--- src/rtl/suspmod_pkg.sv ---
package suspmod_pkg;

    localparam int REG_W = 8;

    localparam logic [7:0] OFS_PMEN    = 8'h80;
    localparam logic [7:0] OFS_IRQ_WIN = 8'h8C;
    localparam logic [7:0] OFS_VID_WIN = 8'h8D;
    localparam logic [7:0] OFS_SUSP    = 8'h94;
    localparam logic [7:0] OFS_RUN     = 8'h95;
    localparam logic [7:0] OFS_CFG     = 8'h96;

    localparam int PM_GLOBAL_BIT = 0;
    localparam int PM_IRQ_BIT    = 3;
    localparam int PM_VID_BIT    = 4;
    localparam int CFG_EN_BIT    = 0;

    localparam int NUM_SRC = 2;
    localparam int SRC_IRQ = 0;
    localparam int SRC_VID = 1;

    typedef struct packed {
        logic [REG_W-1:0] pmen;
        logic [REG_W-1:0] irq_win;
        logic [REG_W-1:0] vid_win;
        logic [REG_W-1:0] susp_len;
        logic [REG_W-1:0] run_len;
        logic [REG_W-1:0] cfg;
    } ctl_regs_t;

    typedef enum logic {
        PH_RUN  = 1'b0,
        PH_SUSP = 1'b1
    } phase_e;

    function automatic logic [REG_W-1:0] read_mux(input ctl_regs_t r, input logic [7:0] a);
        logic [REG_W-1:0] d;
        case (a)
            OFS_PMEN:    d = r.pmen;
            OFS_IRQ_WIN: d = r.irq_win;
            OFS_VID_WIN: d = r.vid_win;
            OFS_SUSP:    d = r.susp_len;
            OFS_RUN:     d = r.run_len;
            OFS_CFG:     d = r.cfg;
            default:     d = '0;
        endcase
        return d;
    endfunction

endpackage

--- src/rtl/suspmod_regs.sv ---
module suspmod_regs
    import suspmod_pkg::*;
(
    input  logic             clk,
    input  logic             rst,
    input  logic             wr,
    input  logic [7:0]       addr,
    input  logic [REG_W-1:0] wdata,
    output logic [REG_W-1:0] rdata,
    output ctl_regs_t        regs
);

    ctl_regs_t regs_q;

    always_ff @(posedge clk) begin
        if (rst) begin
            regs_q <= '0;
        end else if (wr) begin
            case (addr)
                OFS_PMEN:    regs_q.pmen     <= wdata;
                OFS_IRQ_WIN: regs_q.irq_win  <= wdata;
                OFS_VID_WIN: regs_q.vid_win  <= wdata;
                OFS_SUSP:    regs_q.susp_len <= wdata;
                OFS_RUN:     regs_q.run_len  <= wdata;
                OFS_CFG:     regs_q.cfg      <= wdata;
                default:     ;
            endcase
        end
    end

    assign regs  = regs_q;
    assign rdata = read_mux(regs_q, addr);

    AST_WR_CAPTURE: assert property (@(posedge clk) disable iff (rst)
        (wr && addr == OFS_RUN) |=> (regs_q.run_len == $past(wdata)));

endmodule

--- src/rtl/suspmod_timebase.sv ---
module suspmod_timebase #(
    parameter int TICK_DIV = 1600,
    parameter int MS_NUM   = 4,
    parameter int MS_DEN   = 125
) (
    input  logic clk,
    input  logic rst,
    output logic ms_pulse
);

    localparam int CW = (TICK_DIV > 1) ? $clog2(TICK_DIV) : 1;
    localparam int AW = $clog2(MS_NUM + MS_DEN) + 1;

    logic [CW-1:0] pre_q;
    logic [AW-1:0] acc_q;
    logic [AW-1:0] acc_sum;
    logic          tick;

    assign tick    = (pre_q == CW'(TICK_DIV - 1));
    assign acc_sum = acc_q + AW'(MS_NUM);
    assign ms_pulse = tick && (acc_sum >= AW'(MS_DEN));

    always_ff @(posedge clk) begin
        if (rst) begin
            pre_q <= '0;
            acc_q <= '0;
        end else begin
            pre_q <= tick ? '0 : pre_q + 1'b1;
            if (tick) begin
                acc_q <= ms_pulse ? acc_sum - AW'(MS_DEN) : acc_sum;
            end
        end
    end

    AST_ACC_BOUND: assert property (@(posedge clk) disable iff (rst)
        acc_q < AW'(MS_DEN));

endmodule

--- src/rtl/suspmod_speedup.sv ---
module suspmod_speedup
    import suspmod_pkg::*;
(
    input  logic             clk,
    input  logic             rst,
    input  logic             evt,
    input  logic             en,
    input  logic [REG_W-1:0] load_val,
    input  logic             ms_pulse,
    output logic             busy
);

    logic [REG_W-1:0] cnt_q;
    logic             fire;

    assign fire = evt && en && (load_val != '0);

    always_ff @(posedge clk) begin
        if (rst) begin
            cnt_q <= '0;
        end else if (fire) begin
            cnt_q <= load_val;
        end else if (ms_pulse && cnt_q != '0) begin
            cnt_q <= cnt_q - 1'b1;
        end
    end

    assign busy = (cnt_q != '0);

    AST_WIN_OPENS: assert property (@(posedge clk) disable iff (rst)
        (evt && en && load_val != '0) |=> busy);
    AST_WIN_QUIET: assert property (@(posedge clk) disable iff (rst)
        (!busy && !(evt && en && load_val != '0)) |=> !busy);

endmodule

--- src/rtl/suspmod_phase.sv ---
module suspmod_phase
    import suspmod_pkg::*;
#(
    parameter int TICK_DIV = 1600
) (
    input  logic             clk,
    input  logic             rst,
    input  logic             mod_on,
    input  logic             hold,
    input  logic [REG_W-1:0] run_len,
    input  logic [REG_W-1:0] susp_len,
    output logic             susp_n
);

    localparam int CW = (TICK_DIV > 1) ? $clog2(TICK_DIV) : 1;

    phase_e           phase_q;
    logic [REG_W-1:0] elapsed_q;
    logic [REG_W-1:0] cur_len_q;
    logic [CW-1:0]    pre_q;
    logic             restart;
    logic             tick;
    logic             at_end;

    assign restart = !mod_on || hold;
    assign tick    = !restart && (pre_q == CW'(TICK_DIV - 1));
    assign at_end  = ({1'b0, elapsed_q} + 9'd1) >= {1'b0, cur_len_q};

    always_ff @(posedge clk) begin
        if (rst) begin
            pre_q <= '0;
        end else if (restart || tick) begin
            pre_q <= '0;
        end else begin
            pre_q <= pre_q + 1'b1;
        end
    end

    always_ff @(posedge clk) begin
        if (rst) begin
            phase_q   <= PH_RUN;
            elapsed_q <= '0;
            cur_len_q <= '0;
        end else if (restart) begin
            elapsed_q <= '0;
            if (run_len == '0) begin
                phase_q   <= PH_SUSP;
                cur_len_q <= susp_len;
            end else begin
                phase_q   <= PH_RUN;
                cur_len_q <= run_len;
            end
        end else if (tick) begin
            if (at_end) begin
                elapsed_q <= '0;
                if (phase_q == PH_RUN || run_len == '0) begin
                    phase_q   <= PH_SUSP;
                    cur_len_q <= susp_len;
                end else begin
                    phase_q   <= PH_RUN;
                    cur_len_q <= run_len;
                end
            end else begin
                elapsed_q <= elapsed_q + 1'b1;
            end
        end
    end

    assign susp_n = !(phase_q == PH_SUSP && !restart);

    AST_RUN0_STAYS: assert property (@(posedge clk) disable iff (rst)
        (phase_q == PH_SUSP && !restart && run_len == '0) |=> (phase_q == PH_SUSP));
    AST_LEN_HELD: assert property (@(posedge clk) disable iff (rst)
        (!restart && !(tick && at_end)) |=> $stable(cur_len_q));

endmodule

--- src/rtl/suspmod_throttle.sv ---
module suspmod_throttle
    import suspmod_pkg::*;
#(
    parameter int TICK_DIV = 1600,
    parameter int MS_NUM   = 4,
    parameter int MS_DEN   = 125
) (
    input  logic       clk,
    input  logic       rst,
    input  logic       reg_wr,
    input  logic [7:0] reg_addr,
    input  logic [7:0] reg_wdata,
    output logic [7:0] reg_rdata,
    input  logic       irq_evt,
    input  logic       vid_evt,
    output logic       susp_n
);

    ctl_regs_t              regs;
    logic                   ms_pulse;
    logic                   mod_on;
    logic                   hold;
    logic [NUM_SRC-1:0]     evt_vec;
    logic [NUM_SRC-1:0]     en_vec;
    logic [NUM_SRC-1:0]     busy_vec;
    logic [REG_W-1:0]       win_val [NUM_SRC];

    suspmod_regs u_regs (
        .clk   (clk),
        .rst   (rst),
        .wr    (reg_wr),
        .addr  (reg_addr),
        .wdata (reg_wdata),
        .rdata (reg_rdata),
        .regs  (regs)
    );

    suspmod_timebase #(
        .TICK_DIV (TICK_DIV),
        .MS_NUM   (MS_NUM),
        .MS_DEN   (MS_DEN)
    ) u_timebase (
        .clk      (clk),
        .rst      (rst),
        .ms_pulse (ms_pulse)
    );

    assign evt_vec[SRC_IRQ] = irq_evt;
    assign evt_vec[SRC_VID] = vid_evt;
    assign en_vec[SRC_IRQ]  = regs.pmen[PM_GLOBAL_BIT] & regs.pmen[PM_IRQ_BIT];
    assign en_vec[SRC_VID]  = regs.pmen[PM_GLOBAL_BIT] & regs.pmen[PM_VID_BIT];
    assign win_val[SRC_IRQ] = regs.irq_win;
    assign win_val[SRC_VID] = regs.vid_win;

    for (genvar g = 0; g < NUM_SRC; g++) begin : g_spd
        suspmod_speedup u_spd (
            .clk      (clk),
            .rst      (rst),
            .evt      (evt_vec[g]),
            .en       (en_vec[g]),
            .load_val (win_val[g]),
            .ms_pulse (ms_pulse),
            .busy     (busy_vec[g])
        );
    end

    assign hold   = |busy_vec;
    assign mod_on = regs.cfg[CFG_EN_BIT] && (regs.susp_len != '0);

    suspmod_phase #(
        .TICK_DIV (TICK_DIV)
    ) u_phase (
        .clk      (clk),
        .rst      (rst),
        .mod_on   (mod_on),
        .hold     (hold),
        .run_len  (regs.run_len),
        .susp_len (regs.susp_len),
        .susp_n   (susp_n)
    );

    AST_WIN_RELEASES: assert property (@(posedge clk) disable iff (rst)
        hold |-> susp_n);
    AST_DISABLED_HIGH: assert property (@(posedge clk) disable iff (rst)
        !regs.cfg[CFG_EN_BIT] |-> susp_n);
    AST_ZERO_SUSP: assert property (@(posedge clk) disable iff (rst)
        !susp_n |-> (regs.susp_len != '0));

endmodule

--- config.mk ---
export PLATFORM = sky130hd
export DESIGN_NAME = suspmod_throttle
export DESIGN_NICKNAME = d
export VERILOG_FILES = /design/src/rtl/suspmod_pkg.sv /design/src/rtl/suspmod_regs.sv /design/src/rtl/suspmod_timebase.sv /design/src/rtl/suspmod_speedup.sv /design/src/rtl/suspmod_phase.sv /design/src/rtl/suspmod_throttle.sv
export SDC_FILE = /design/constraint.sdc
export NUM_CORES = 1
export LEC_CHECK = 0
export ABC_AREA = 1
export BUFFER_PORTS_ARGS = -buffer_cell sky130_fd_sc_hd__buf_2
export CAP_MARGIN = 20
export CORE_ASPECT_RATIO = 0.6
export CORE_UTILIZATION = 60
export CTS_BUF_LIST = sky130_fd_sc_hd__clkbuf_2
export CTS_CLUSTER_SIZE = 8
export DETAILED_ROUTE_END_ITERATION = 12
export PLACE_DENSITY = 0.78
export SLEW_MARGIN = 20
export SYNTH_ARGS = -nofsm -noshare
export SYNTH_HDL_FRONTEND = slang
export SYNTH_HIERARCHICAL = 1
export SYNTH_SLANG_ARGS = --single-unit
--- constraint.sdc ---
create_clock -name clk -period 5.6 [get_ports clk]
set_input_delay 0.84 -clock clk [delete_from_list [all_inputs] [get_ports clk]]
set_output_delay 0.84 -clock clk [all_outputs]
set_load 0.02 [all_outputs]
## Word-level counts from Yosys, hierarchy flattened

Index checks and enable logic that the tools add are counted.

- Add/sub/neg operators: 8
- $mul: 0
- Div/mod/pow operators: 0
- Magnitude comparators: 2
- Eq/ne operators: 8
- Shift-type cells: 0
- Mux-type cells: 17
- Bitwise operators: 3
- Reduce and logical (&&, ||, !) cells: 37

Operator list:

| kind | number |
|---|---|
| $mux W8 | 10 |
| $eq A8 B8 Y1 const B | 6 |
| $pmux W8 S6 | 1 |
| $reduce_bool A8 Y1 | 5 |
| $add A11 B1 Y11 const B | 2 |
| $eq A11 B11 Y1 const B | 2 |
| $sub A8 B1 Y8 const B | 2 |
| $reduce_and A2 Y1 | 7 |
| $logic_and A1 B1 Y1 | 10 |
| $add A8 B1 Y9 const B | 1 |
| $add A9 B3 Y9 const B | 1 |
| $ge A9 B7 Y1 const B | 1 |
| $ge A9 B8 Y1 | 1 |
| $mux W9 | 1 |
| $sub A9 B7 Y9 const B | 1 |
| $add A8 B1 Y8 const B | 1 |
| $logic_not A8 Y1 | 1 |
| $reduce_bool A2 Y1 | 4 |
| $reduce_or A2 Y1 | 4 |
| $mux W1 | 5 |
| $logic_not A1 Y1 | 3 |
| $logic_or A1 B1 Y1 | 3 |
| $and A1 B1 Y1 | 2 |
| $not A1 Y1 | 1 |

- Flip-flop bits (word level): 112
- Bits in latches: 0
- Bits in writable memories: 0
- ROM bits: 0
- Memories kept: 0

## Logic depth before layout (Yosys ltp)

Gate-level depths: netlist (run 1).

- Depth after elaboration: 8
- Depth in mapped cells: 17
- Depth with buffers taken out: 16

## Cells and area by module

Netlist (run 1), hierarchy kept.

Modules (own cells, without submodules):

| module | times used | cells each | area an instance (um^2) |
|---|---|---|---|
| suspmod_regs | 1 | 436 | 2585.0 |
| suspmod_phase | 1 | 261 | 1727.9 |
| suspmod_timebase | 1 | 188 | 1300.0 |
| suspmod_speedup | 2 | 106 | 645.6 |
| suspmod_throttle | 1 | 14 | 55.1 |

## Least setup slack after synthesis (run 1)

Ideal clock, no wire load.

- Path type: input-to-output
- Start: input port reg_addr[5]
- End: output port reg_rdata[6]
- Data arrival time: 1832 ps
- Data required time: 4760 ps
- Path slack: 2928 ps
- Stages: 8
- Path buffers: 1
- Cell sequence: nor2_1 > nand3_1 > nor2_1 > buf_4 > nand2_1 > nand2_1 > inv_1 > nand2_1

- Word-level cells in the longest chain between the ends: 2
- Elaborated cells on any way between the ends: 7
- Those cells by class: 6 x eq/ne; 1 x mux

Ends and longest elaborated chain:

| element | RTL line | text |
|---|---|---|
| from (decl) | suspmod_throttle.sv:11 | `input logic [7:0] reg_addr,` |
| $eq A8 B8 Y1 | suspmod_pkg.sv:37 | `case (a)` |
| $pmux W8 S6 * | suspmod_pkg.sv:37 |  |
| to (decl) | suspmod_throttle.sv:13 | `output logic [7:0] reg_rdata,` |

Every way passes the cells marked *; elsewhere a longest branch is shown, timed or not.

## Worst setup path in the final report (run 1)

- Start: register g_spd[1].u_spd.cnt_q[0]
- End: output port susp_n

- Word-level cells in the longest chain between the ends: 6

Ends and longest elaborated chain:

| element | RTL line | text |
|---|---|---|
| from (decl) | suspmod_speedup.sv:13 | `logic [REG_W-1:0] cnt_q;` |
| from (signal assigned) | suspmod_speedup.sv:22 | `cnt_q <= load_val;` |
| from (signal assigned) | suspmod_speedup.sv:24 | `cnt_q <= cnt_q - 1'b1;` |
| $reduce_bool A8 Y1 | suspmod_speedup.sv:28 | `assign busy = (cnt_q != '0);` |
| via busy_vec[1] | suspmod_throttle.sv:25 | `logic [NUM_SRC-1:0] busy_vec;` |
| $reduce_or A2 Y1 | suspmod_throttle.sv:67 | `assign hold = \|busy_vec;` |
| via hold | suspmod_throttle.sv:22 | `logic hold;` |
| $logic_or A1 B1 Y1 | suspmod_phase.sv:25 | `assign restart = !mod_on \|\| hold;` |
| $logic_not A1 Y1 | suspmod_phase.sv:69 | `assign susp_n = !(phase_q == PH_SUSP && !restart);` |
| $logic_and A1 B1 Y1 | suspmod_phase.sv:69 |  |
| $logic_not A1 Y1 | suspmod_phase.sv:69 |  |
| to (decl) | suspmod_throttle.sv:16 | `output logic susp_n` |

The timed path passes the listed nets, and every way through them passes these cells.

==> run summary, run 1 <==
total chip power -> 0.00132 W
max-slew headroom at the worst pin -> 61.0%
overall fraction of global-route tracks in use -> 30.1%
Remaining DRCs -> 0
IO buf count -> 29
outcome -> finished clean
biggest area consumer among synthesized cells -> dfxtp_1
library cells used by synthesis -> 43
Layout Cells excl Fill -> 1299
source-to-sink clock delay at the later pin of the worst-skew pair -> 0.64 ns
final wirelength -> 17.2 mm
critical setup path kind -> reg2out
total via count after detailed routing -> 6764
relative area change from synthesis to final layout -> 5.66%
global-route wire length before repair -> 28.3 mm
standard cell core area -> 11300 um2
highest attainable clock frequency -> 0.273 GHz
highest-count cells in the layout ignoring fill and taps -> 287 x nand2_1, 222 x nor2_1, 156 x inv_1
I/O pin cnt -> 30
synthesis-stage register bit count -> 112
standard cell with the maximum stage delay on the critical path -> dfxtp_1
Avg Inst Size Synth -> 6.26 um2
Diodes inserted -> 0
DPL Wire Length -> 13.2 mm
initial standard-cell utilization of the core -> 61.6%
H-tree levels -> 3
CTS Hold Bufs -> 0
Hold Violations, Final -> 0
master cell of the clock root buffer -> clkbuf_2
gpl congestion -> 0.987
ordered cell list for the critical path -> inv_1 -> ha_1 -> nand3_4 -> nor2_1 -> inv_1 -> or2_2 -> nor2_4 -> inv_2 -> nor2_1 -> inv_1 -> buf_2
classification of the worst-slack hold path -> reg2reg
CTS tree -> built
synthesis warning total -> 6
flip-flop cell with the highest count after synthesis -> dfxtp_1
post-synthesis async set-or-reset flop share -> 0%
post-route minimum period -> 3.66 ns
crit start category -> register
total power divided by cell area -> 180 nW/um2
count of max-cap constraint violations -> 0
summed negative setup slack over all endpoints -> 0 ns
detail-routed via count per cell -> 5.21
most area-consuming cells after synthesis -> dfxtp_1 32%, nand2_1 15%, nor2_1 12%
largest voltage drop on the vdd net -> 0.140 mV
number of antenna violations at the first check in global routing -> 0
cell with the most instances on the worst path -> inv_1
summed instance area of the synthesized netlist -> 6960 um2
average wire per standard cell -> 13.3 um
Worst-Margin Slew -> 0.583 ns
required time reported for the critical path endpoint -> 4.76 ns
fraction of layout cells with a size suffix above 1 -> 10.5%
number of enable flip-flop cells after synthesis -> 0
largest fanout on the critical path -> 9
clock tree buffer depth -> 2
area enclosed by the die boundary -> 12000 um2
arrival time at the worst endpoint -> 2.82 ns
number of search-and-repair iterations in the first detailed-routing pass -> 7
clk sink count -> 112
die span in x -> 141 um
cells after synthesis -> 1111
clock-pin slew on the worst setup and hold paths -> 0.31 ns
CTS Buf Count -> 9
number of slew-limit violations in the final report -> 0
maximum number of pins on one net before global-route repair -> 34
static leakage -> 3.58 nW
initial drt markers -> 896
CP endpoint kind -> output port
GRT Residual Overflow -> 0
placed cells -> 1283
Max Clock Skew -> 0.0446 ns
final setup violating endpoints -> 0
syn_nets -> 1149
sequential-to-total area share from yosys stat -> 32.2%
leading cell type in the layout, fill and taps excluded -> nand2_1
cells resized by post-CTS repair -> 0
Site Rows -> 30
final cell utilization of the core -> 65.1%
post-CTS setup repair buffer count -> 0
share of Yosys cell area claimed by the top area cell type -> 32.2%
vias in the first global route -> 5559
net count reported at finish -> 1172
DIE HEIGHT -> 85.4 um
delay of the slowest cell on the worst path -> 0.37 ns
remaining antenna violation count after routing -> 0
unrepaired setup endpoints after global routing -> false
share of the cycle needed by the critical path after routing -> 65.4%
==> area by class of cell <==
| type | instances | area, um2 |
|---|---|---|
| clock buffers | 9 | 45.0 |
| clock inverters | 7 | 114 |
| fillers | 1092 | 3950 |
| inverters | 171 | 642 |
| multi-input cells | 809 | 3950 |
| flip-flops and latches | 112 | 2240 |
| well taps | 160 | 200 |
| repair buffers | 31 | 160 |
==> report_power, final <==
group	switching (W)	leakage (nW)	internal [W]	total, W
combinational	0.0000454	2.58	0.0000149	0.0000603
sequential	0.00000302	0.903	0.000805	0.000808
clock	0.000295	0.0914	0.000159	0.000454
==> Yosys cell counts, types with 5 or more instances <==
| cell type | count |
|---|---|
| nor2_1 | 222 |
| nand4_1 | 8 |
| xnor2_1 | 6 |
| clkbuf_1 | 5 |
| nand2_1 | 287 |
| dfxtp_1 | 112 |
| nor2_2 | 13 |
| nor3_1 | 14 |
| xor2_1 | 9 |
| inv_2 | 11 |
| ha_1 | 17 |
| nor2_4 | 10 |
| nand3_2 | 9 |
| buf_6 | 5 |
| inv_1 | 156 |
| nand3_1 | 120 |
| nand2_2 | 8 |
| o21ai_1 | 17 |
| buf_2 | 7 |
| a21oi_1 | 32 |
==> worst max-delay path: cells and delay by family (launching register included) <==
kind                       cells  cell delay (ns)
adders and majority gates      1             0.25
buffers and inverters          5             0.52
DFF                            1             0.37
and+or+nand+nor                5             1.04
==> path summary, 6_finish.rpt <==
kind,startpoint,endpoint,slack (ns),depth (start not counted)
setup / recovery,g_spd[1].u_spd/cnt_q[0],susp_n,1.94,11
hold / removal,u_phase/pre_q[0],u_phase/pre_q[0],0.48,1
setup reg to reg,u_timebase/acc_q[2],g_spd[0].u_spd/cnt_q[2],2.88,14
hold reg to reg,u_phase/pre_q[0],u_phase/pre_q[0],0.48,1
==> metrics by stage <==
stage | hold WS [ns] | setup slack, ns | cell area (um2)
after detailed placement | 0.440 | 2.64 | 7190
after CTS | 0.460 | 1.92 | 7350
after floorplan | 0.418 | 2.93 | 6960
after global routing | 0.449 | 1.73 | 7350
after global placement | 0.442 | 2.67 | 7190
final | 0.478 | 1.94 | 7350
==> flip-flops by register name, indices dropped and copies added (netlist names) <==
signal             cells
g_spd.u_spd/cnt_q     16
u_timebase/pre_q      11
u_phase/phase_q        1
u_regs/regs           48
u_phase/cur_len_q      8
u_timebase/acc_q       9
u_phase/pre_q         11
u_phase/elapsed_q      8
==> kinds of logic (layout without fill, tap and decap cells) <==
group	after synthesis	after routing	synth area share, %
XOR/XNOR	16	16	2.12
AND/OR/NAND/NOR	710	710	45.8
adder cells (fa/ha/maj)	17	17	3.06
flip-flops	112	112	32.2
AO/OA/AOI/OAI	66	66	5.75
buffers and inverters	190	218	11.0
==> metal layers <==
metal | track usage, % | part of all wire (%)
met5 | 0 | 0
met1 | 49.9 | 52
met3 | 7.56 | 11
met4 | 5.43 | 0.96
met2 | 37.2 | 35
No activity file was read; power rests on OpenSTA's default activity.
==> run 2: changes to the inputs <==
--- a/config.mk
+++ b/config.mk
@@ -9,11 +9,11 @@
 export BUFFER_PORTS_ARGS = -buffer_cell sky130_fd_sc_hd__buf_2
 export CAP_MARGIN = 20
 export CORE_ASPECT_RATIO = 0.6
-export CORE_UTILIZATION = 60
+export CORE_UTILIZATION = 58
 export CTS_BUF_LIST = sky130_fd_sc_hd__clkbuf_2
 export CTS_CLUSTER_SIZE = 8
 export DETAILED_ROUTE_END_ITERATION = 12
-export PLACE_DENSITY = 0.78
+export PLACE_DENSITY = 0.79
 export SLEW_MARGIN = 20
 export SYNTH_ARGS = -nofsm -noshare
 export SYNTH_HDL_FRONTEND = slang
==> constraint.sdc (replaced) <==
create_clock -name clk -period 3.36 [get_ports clk]
set_input_delay 0.504 -clock clk [delete_from_list [all_inputs] [get_ports clk]]
set_output_delay 0.504 -clock clk [all_outputs]
set_load 0.02 [all_outputs]
==> run 2 against run 1 <==
  * Final cell count is 0.23% higher
  * Combinational power rose by 65%
  * Critical path depth stayed put
  * Via count decreased by 0.16%
  * Hold slack got worse by 0.31 ns
  * Count of clock-buffer cells in the layout is 1 higher
  * Critical path type unchanged
  * Highest routed layer unchanged
==> run summary, run 2 (same netlist as run 1, synthesis figures left out) <==
CP endpoint kind -> output port
instance count on the critical path -> 11 (unchanged)
highest-count cells in the layout ignoring fill and taps -> 287 x nand2_1, 222 x nor2_1, 156 x inv_1
critical setup path kind -> reg2out
final setup violating endpoints -> 0 (unchanged)
required time reported for the critical path endpoint -> 2.86 ns (-1.90 ns)
fraction of layout cells with a size suffix above 1 -> 10.8% (+0.24 points)
CTS Hold Bufs -> 0 (unchanged)
relative area change from synthesis to final layout -> 5.16%
source-to-sink clock delay at the later pin of the worst-skew pair -> 0.63 ns (about the same)
Largest delay share family, worst path -> simple AND/OR/NAND/NOR gates
share of the cycle needed by the critical path after routing -> 92.5%
Crit path buffers/inverters -> 5 (unchanged)
total via count after detailed routing -> 6753 (-0.16%)
CTS Buf Count -> 9 (unchanged)
Final WS setup -> 0.254 ns (-1.69 ns)
maximum number of pins on one net before global-route repair -> 43 (+26%)
detail-routed via count per cell -> 5.19 (-0.39%)
gpl congestion -> 0.924 (-6.4%)
net count reported at finish -> 1175 (+0.26%)
max-slew headroom at the worst pin -> 61.1% (+0.12 points)
flip-flop count of the largest register, all copies and words added -> 48 (unchanged)
outcome -> finished clean
summed negative setup slack over all endpoints -> 0 ns (unchanged)
overall fraction of global-route tracks in use -> 29.1% (-0.98 points)
static leakage -> 3.57 nW (-0.21%)
R2R depth -> 15 (+1)
DPL Wire Length -> 12.8 mm (-2.4%)
Worst-Margin Slew -> 0.582 ns (-0.00182 ns)
Max Clock Skew -> 0.0287 ns (-0.0159 ns)
endpoint of the worst register-to-register path -> u_phase/elapsed_q[5]
standard cell core area -> 11500 um2 (+1.7%)
area enclosed by the die boundary -> 12500 um2 (+3.4%)
post-CTS setup repair buffer count -> 0 (unchanged)
highest attainable clock frequency -> 0.322 GHz
DIE HEIGHT -> 86.8 um (+1.7%)
global-route wire length before repair -> 28.2 mm (-0.49%)
number of antenna violations at the first check in global routing -> 0 (unchanged)
CP startpoint -> g_spd[0].u_spd/cnt_q[0]
I/O pin cnt -> 30 (unchanged)
number of search-and-repair iterations in the first detailed-routing pass -> 6 (-1)
standard cell with the maximum stage delay on the critical path -> dfxtp_1
remaining antenna violation count after routing -> 0 (unchanged)
crit start category -> register
arrival time at the worst endpoint -> 2.60 ns (-0.22 ns)
Hold Violations, Final -> 0 (unchanged)
clock tree buffer depth -> 2 (unchanged)
initial standard-cell utilization of the core -> 60.6% (-1.0 points)
cell with the most instances on the worst path -> inv_1
delay of the slowest cell on the worst path -> 0.37 ns (about the same)
Layout Cells excl Fill -> 1302 (+0.23%)
final wirelength -> 17.1 mm (-0.68%)
master cell of the clock root buffer -> clkbuf_2
total power divided by cell area -> 278 nW/um2 (+54%)
H-tree levels -> 3 (unchanged)
CP endpoint -> susp_n
classification of the worst-slack hold path -> in2reg
die span in x -> 143 um (+1.7%)
GRT Residual Overflow -> 0 (unchanged)
Remaining DRCs -> 0 (unchanged)
unrepaired setup endpoints after global routing -> false
IO buf count -> 29 (unchanged)
clock-pin slew on the worst setup and hold paths -> 0.31 ns (about the same)
ordered cell list for the critical path -> inv_1 -> ha_1 -> nand3_4 -> nor2_1 -> inv_1 -> or2_2 -> nor2_4 -> inv_2 -> nor2_1 -> inv_1 -> buf_2
placed cells -> 1283 (unchanged)
post-route minimum period -> 3.11 ns
startpoint of the worst hold path -> reg_wdata[0]
count of max-cap constraint violations -> 0 (unchanged)
initial drt markers -> 672 (-25%)
Diodes inserted -> 0 (unchanged)
clk sink count -> 112 (unchanged)
number of slew-limit violations in the final report -> 0 (unchanged)
vias in the first global route -> 5782 (+4.0%)
post-placement setup slack -> 0.775 ns (-1.87 ns)
leading cell type in the layout, fill and taps excluded -> nand2_1
cells resized by post-CTS repair -> 0 (unchanged)
largest fanout on the critical path -> 8 (-1)
largest voltage drop on the vdd net -> 0.190 mV (+35%)
CTS tree -> built
Site Rows -> 30 (unchanged)
Fill cells -> 1118 (+2.4%)
worst reg2reg startpoint -> u_phase/elapsed_q[0]
register-to-register setup slack -> 0.84 ns (-2.04 ns)
average wire per standard cell -> 13.2 um (-0.91%)
[run 2: tightest hold or removal path, stage by stage]
cell    delay [ns]
buf_2         0.16
nor2_1        0.11
nor2_1        0.05
[run 2: layout make-up]
class                      count  area (um2)  area share [%]
inverter                     171         642            8.77
clock inverter                 6        51.3           0.701
clock buffer                  10        50.0           0.684
multi-input combinational    809        3950            54.0
timing repair buffer          34         183            2.50
tap                          160         200            2.74
sequential                   112        2240            30.6
[run 2: routing by layer]
layer	share of wire [%]	vias up	global-route usage, %	wire length, um
met3	8.9	22	6.13	1520
met1	52	2943	45.5	8890
met4	1.1	0	6.09	183
met2	38	295	40.0	6530
met5	0	-	0	0
li1	-	3493	-	-
[run 2: worst min path at each step]
stage | to | slack [ns] | depth (start not counted)
after floorplan | u_phase/pre_q[0] | 0.42 | 1
after global placement | u_phase/pre_q[0] | 0.43 | 1
after detailed placement | u_phase/pre_q[0] | 0.45 | 1
after CTS | u_regs/regs[0] | 0.15 | 3
after global routing | u_regs/regs[30] | 0.13 | 3
final | u_regs/regs[0] | 0.17 | 3
[run 2: metrics by stage]
step	instance area, um2	utilization, %	power [W]	hold WS (ns)
6_report	7320	63.7	0.00203	0.173
5_1_grt	7320	63.7	0.00212	0.127
3_3_place_gp	7190	62.6	0.00146	0.430
2_1_floorplan	6960	-	0.00142	0.418
3_5_place_dp	7190	62.6	0.00147	0.453
4_1_cts	7300	63.5	0.00204	0.148
[run 2: report_power, final]
group / total, W / switching, W / leakage (nW) / internal, W
registers: 0.00135 / 0.00000513 / 0.903 / 0.00134
clock network: 0.000586 / 0.000471 / 0.0688 / 0.000115
logic: 0.0000994 / 0.0000746 / 2.60 / 0.0000247
total: 0.00203 / 0.000551 / 3.57 / 0.00148
==> run 3: changes to the inputs <==
--- a/config.mk
+++ b/config.mk
@@ -13,7 +13,9 @@
 export CTS_BUF_LIST = sky130_fd_sc_hd__clkbuf_2
 export CTS_CLUSTER_SIZE = 8
 export DETAILED_ROUTE_END_ITERATION = 12
+export GPL_TIMING_DRIVEN = 0
 export PLACE_DENSITY = 0.79
+export RECOVER_POWER = 50
 export SLEW_MARGIN = 20
 export SYNTH_ARGS = -nofsm -noshare
 export SYNTH_HDL_FRONTEND = slang
==> run 3 against run 2 <==
  * Non-clock buffer count is 15 higher
  * Final cell count is 1.2% higher
  * Core utilization hardly changed
  * Design area hardly changed
  * Wire length is 0.45% higher
  * Clock power is 3% lower
  * Sequential share of layout area hardly changed
  * Sequential power hardly changed
  * Setup slack worse by 0.015 ns
  * Register-to-register slack worse by 0.32 ns
  * Total power is 0.84% lower
  * Critical endpoint unchanged
  * Largest power group unchanged
==> run summary, run 3 (same netlist as run 1, synthesis figures left out) <==
outcome -> finished clean
Largest delay share family, worst path -> simple AND/OR/NAND/NOR gates
Remaining DRCs -> 0 (unchanged)
arrival time at the worst endpoint -> 2.62 ns (+0.02 ns)
total chip power -> 0.00201 W (-0.84%)
source-to-sink clock delay at the later pin of the worst-skew pair -> 0.64 ns (about the same)
Worst-Margin Slew -> 0.730 ns (+0.148 ns)
vias in the first global route -> 5649 (-2.3%)
required time reported for the critical path endpoint -> 2.86 ns (about the same)
final wirelength -> 17.2 mm (+0.45%)
number of search-and-repair iterations in the first detailed-routing pass -> 5 (-1)
net count reported at finish -> 1190 (+1.3%)
summed negative setup slack over all endpoints -> 0 ns (unchanged)
IO buf count -> 29 (unchanged)
number of antenna violations at the first check in global routing -> 0 (unchanged)
GRT Residual Overflow -> 0 (unchanged)
I/O pin cnt -> 30 (unchanged)
post-route minimum period -> 3.12 ns (+0.0152 ns)
Diodes inserted -> 0 (unchanged)
remaining antenna violation count after routing -> 0 (unchanged)
clock-pin slew on the worst setup and hold paths -> 0.37 ns (+0.06 ns)
Cells on Worst Hold Path -> 3 (unchanged)
classification of the worst-slack hold path -> in2reg
combined area of the multi-input logic cells -> 3870 um2 (-1.9%)
area enclosed by the die boundary -> 12500 um2 (unchanged)
CP endpoint kind -> output port
detail-routed via count per cell -> 5.16 (-0.52%)
number of slew-limit violations in the final report -> 0 (unchanged)
ordered cell list for the critical path -> inv_1 -> ha_1 -> nand3_4 -> nor2_1 -> inv_1 -> or2_2 -> nor2_4 -> inv_2 -> nor2_1 -> inv_1 -> buf_2
clk sink count -> 112 (unchanged)
maximum number of pins on one net before global-route repair -> 19 (-56%)
die span in x -> 143 um (unchanged)
worst reg2reg startpoint -> u_timebase/acc_q[2]
leading cell type in the layout, fill and taps excluded -> nand2_1
max-slew headroom at the worst pin -> 51.3% (-9.8 points)
initial drt markers -> 804 (+20%)
endpoint of the worst register-to-register path -> g_spd[0].u_spd/cnt_q[2]
largest fanout on the critical path -> 8 (unchanged)
overall fraction of global-route tracks in use -> 29.2% (+0.041 points)
critical setup path kind -> reg2out
Site Rows -> 30 (unchanged)
largest voltage drop on the vdd net -> 0.196 mV (+3.4%)
CTS Buf Count -> 9 (unchanged)
cells resized by post-CTS repair -> 0 (unchanged)
Max Clock Skew -> 0.0698 ns (+0.0411 ns)
static leakage -> 3.59 nW (+0.48%)
global-route wire length before repair -> 28.1 mm (-0.32%)
R2R depth -> 14 (-1)
fraction of layout cells with a size suffix above 1 -> 9.08% (-1.7 points)
clock tree buffer depth -> 2 (unchanged)
crit start category -> register
standard cell core area -> 11500 um2 (unchanged)
Hold Crit Endpoint -> u_regs/regs[15]
flip-flop count of the largest register, all copies and words added -> 48 (unchanged)
final setup violating endpoints -> 0 (unchanged)
DIE HEIGHT -> 86.8 um (unchanged)
CTS tree -> built
average wire per standard cell -> 13.1 um (-0.69%)
master cell of the clock root buffer -> clkbuf_2
standard cell with the maximum stage delay on the critical path -> dfxtp_1
cell with the most instances on the worst path -> inv_1
count of max-cap constraint violations -> 0 (unchanged)
Fill cells -> 1127 (+0.81%)
highest-count cells in the layout ignoring fill and taps -> 290 x nand2_1, 229 x nor2_1, 159 x inv_1
delay of the slowest cell on the worst path -> 0.37 ns (about the same)
register-to-register setup slack -> 0.52 ns (-0.32 ns)
startpoint of the worst hold path -> reg_wdata[7]
Hold Violations, Final -> 0 (unchanged)
H-tree levels -> 3 (unchanged)
total via count after detailed routing -> 6795 (+0.62%)
share of the cycle needed by the critical path after routing -> 92.9% (+0.45 points)
relative area change from synthesis to final layout -> 5.14% (about the same)
total power divided by cell area -> 275 nW/um2 (-0.83%)
DPL Wire Length -> 13.1 mm (+2.3%)
highest attainable clock frequency -> 0.320 GHz (-0.49%)
Crit path buffers/inverters -> 5 (unchanged)
combined flip-flop and latch cell area -> 2240 um2 (unchanged)
initial standard-cell utilization of the core -> 60.6% (unchanged)
gpl congestion -> 0.928 (+0.45%)
-- run 3: cell types whose count changed in the layout (fill, tap and decap cells not counted), sizes merged --
cell / delta
clkbuf: +14
clkinvlp: +3
inv: -2
buf: +1
clkinv: -1
-- run 3: worst max-delay path by stage --
stage / startpoint / cells past startpoint / endpoint
after floorplan: g_spd[1].u_spd/cnt_q[0] / 10 / susp_n
final: g_spd[1].u_spd/cnt_q[0] / 11 / susp_n
after CTS: g_spd[1].u_spd/cnt_q[0] / 11 / susp_n
after detailed placement: g_spd[1].u_spd/cnt_q[0] / 11 / susp_n
after global routing: g_spd[0].u_spd/cnt_q[0] / 11 / susp_n
after global placement: g_spd[1].u_spd/cnt_q[0] / 11 / susp_n
-- run 3: timing repair --
item	CTS	global route
setup endpoints to repair	1	1
pin swaps	1	1
setup buffers	0	1
hold buffers	0	0
-- run 3: layout make-up --
class                      count  area share [%]
clock inverter                 6           0.598
clock buffer                  10           0.684
multi-input combinational    809            53.0
inverter                     171            8.77
timing repair buffer          30            2.02
sequential                   112            30.6
tap                          160            2.74
buffer                        19            1.59
-- run 3: routing by layer --
layer | track usage [%] | vias up | part of all wire, %
met5 | 0 | - | 0
met2 | 37.7 | 269 | 36
met1 | 47.6 | 2984 | 53
li1 | - | 3527 | -
met4 | 7.25 | 0 | 1.1
met3 | 5.19 | 15 | 9.2
-- run 3: where the power goes --
group | switching [W] | total [W] | leakage [nW] | internal, W
logic | 0.0000746 | 0.0000991 | 2.63 | 0.0000245
registers | 0.00000486 | 0.00135 | 0.903 | 0.00134
clock network | 0.000468 | 0.000569 | 0.0522 | 0.000101
-- run 3: stage by stage --
stage                     worst slack (ns)  hold slack [ns]  cell area (um2)  cells  utilization (%)
final                                0.238            0.157             7320   1317             63.7
after global routing              -0.00725           0.0925             7320   1317             63.7
after CTS                           0.0250            0.104             7400   1316             64.4
after detailed placement             0.732            0.436             7300   1300             63.6
after global placement               0.750            0.429             7300   1300             63.6
after floorplan                       1.10            0.418             6960   1111                -
-- run 3: worst min-delay path: stages --
cell and delay, ns:
buf_2 0.16, nor2_1 0.11, nor2_1 0.05
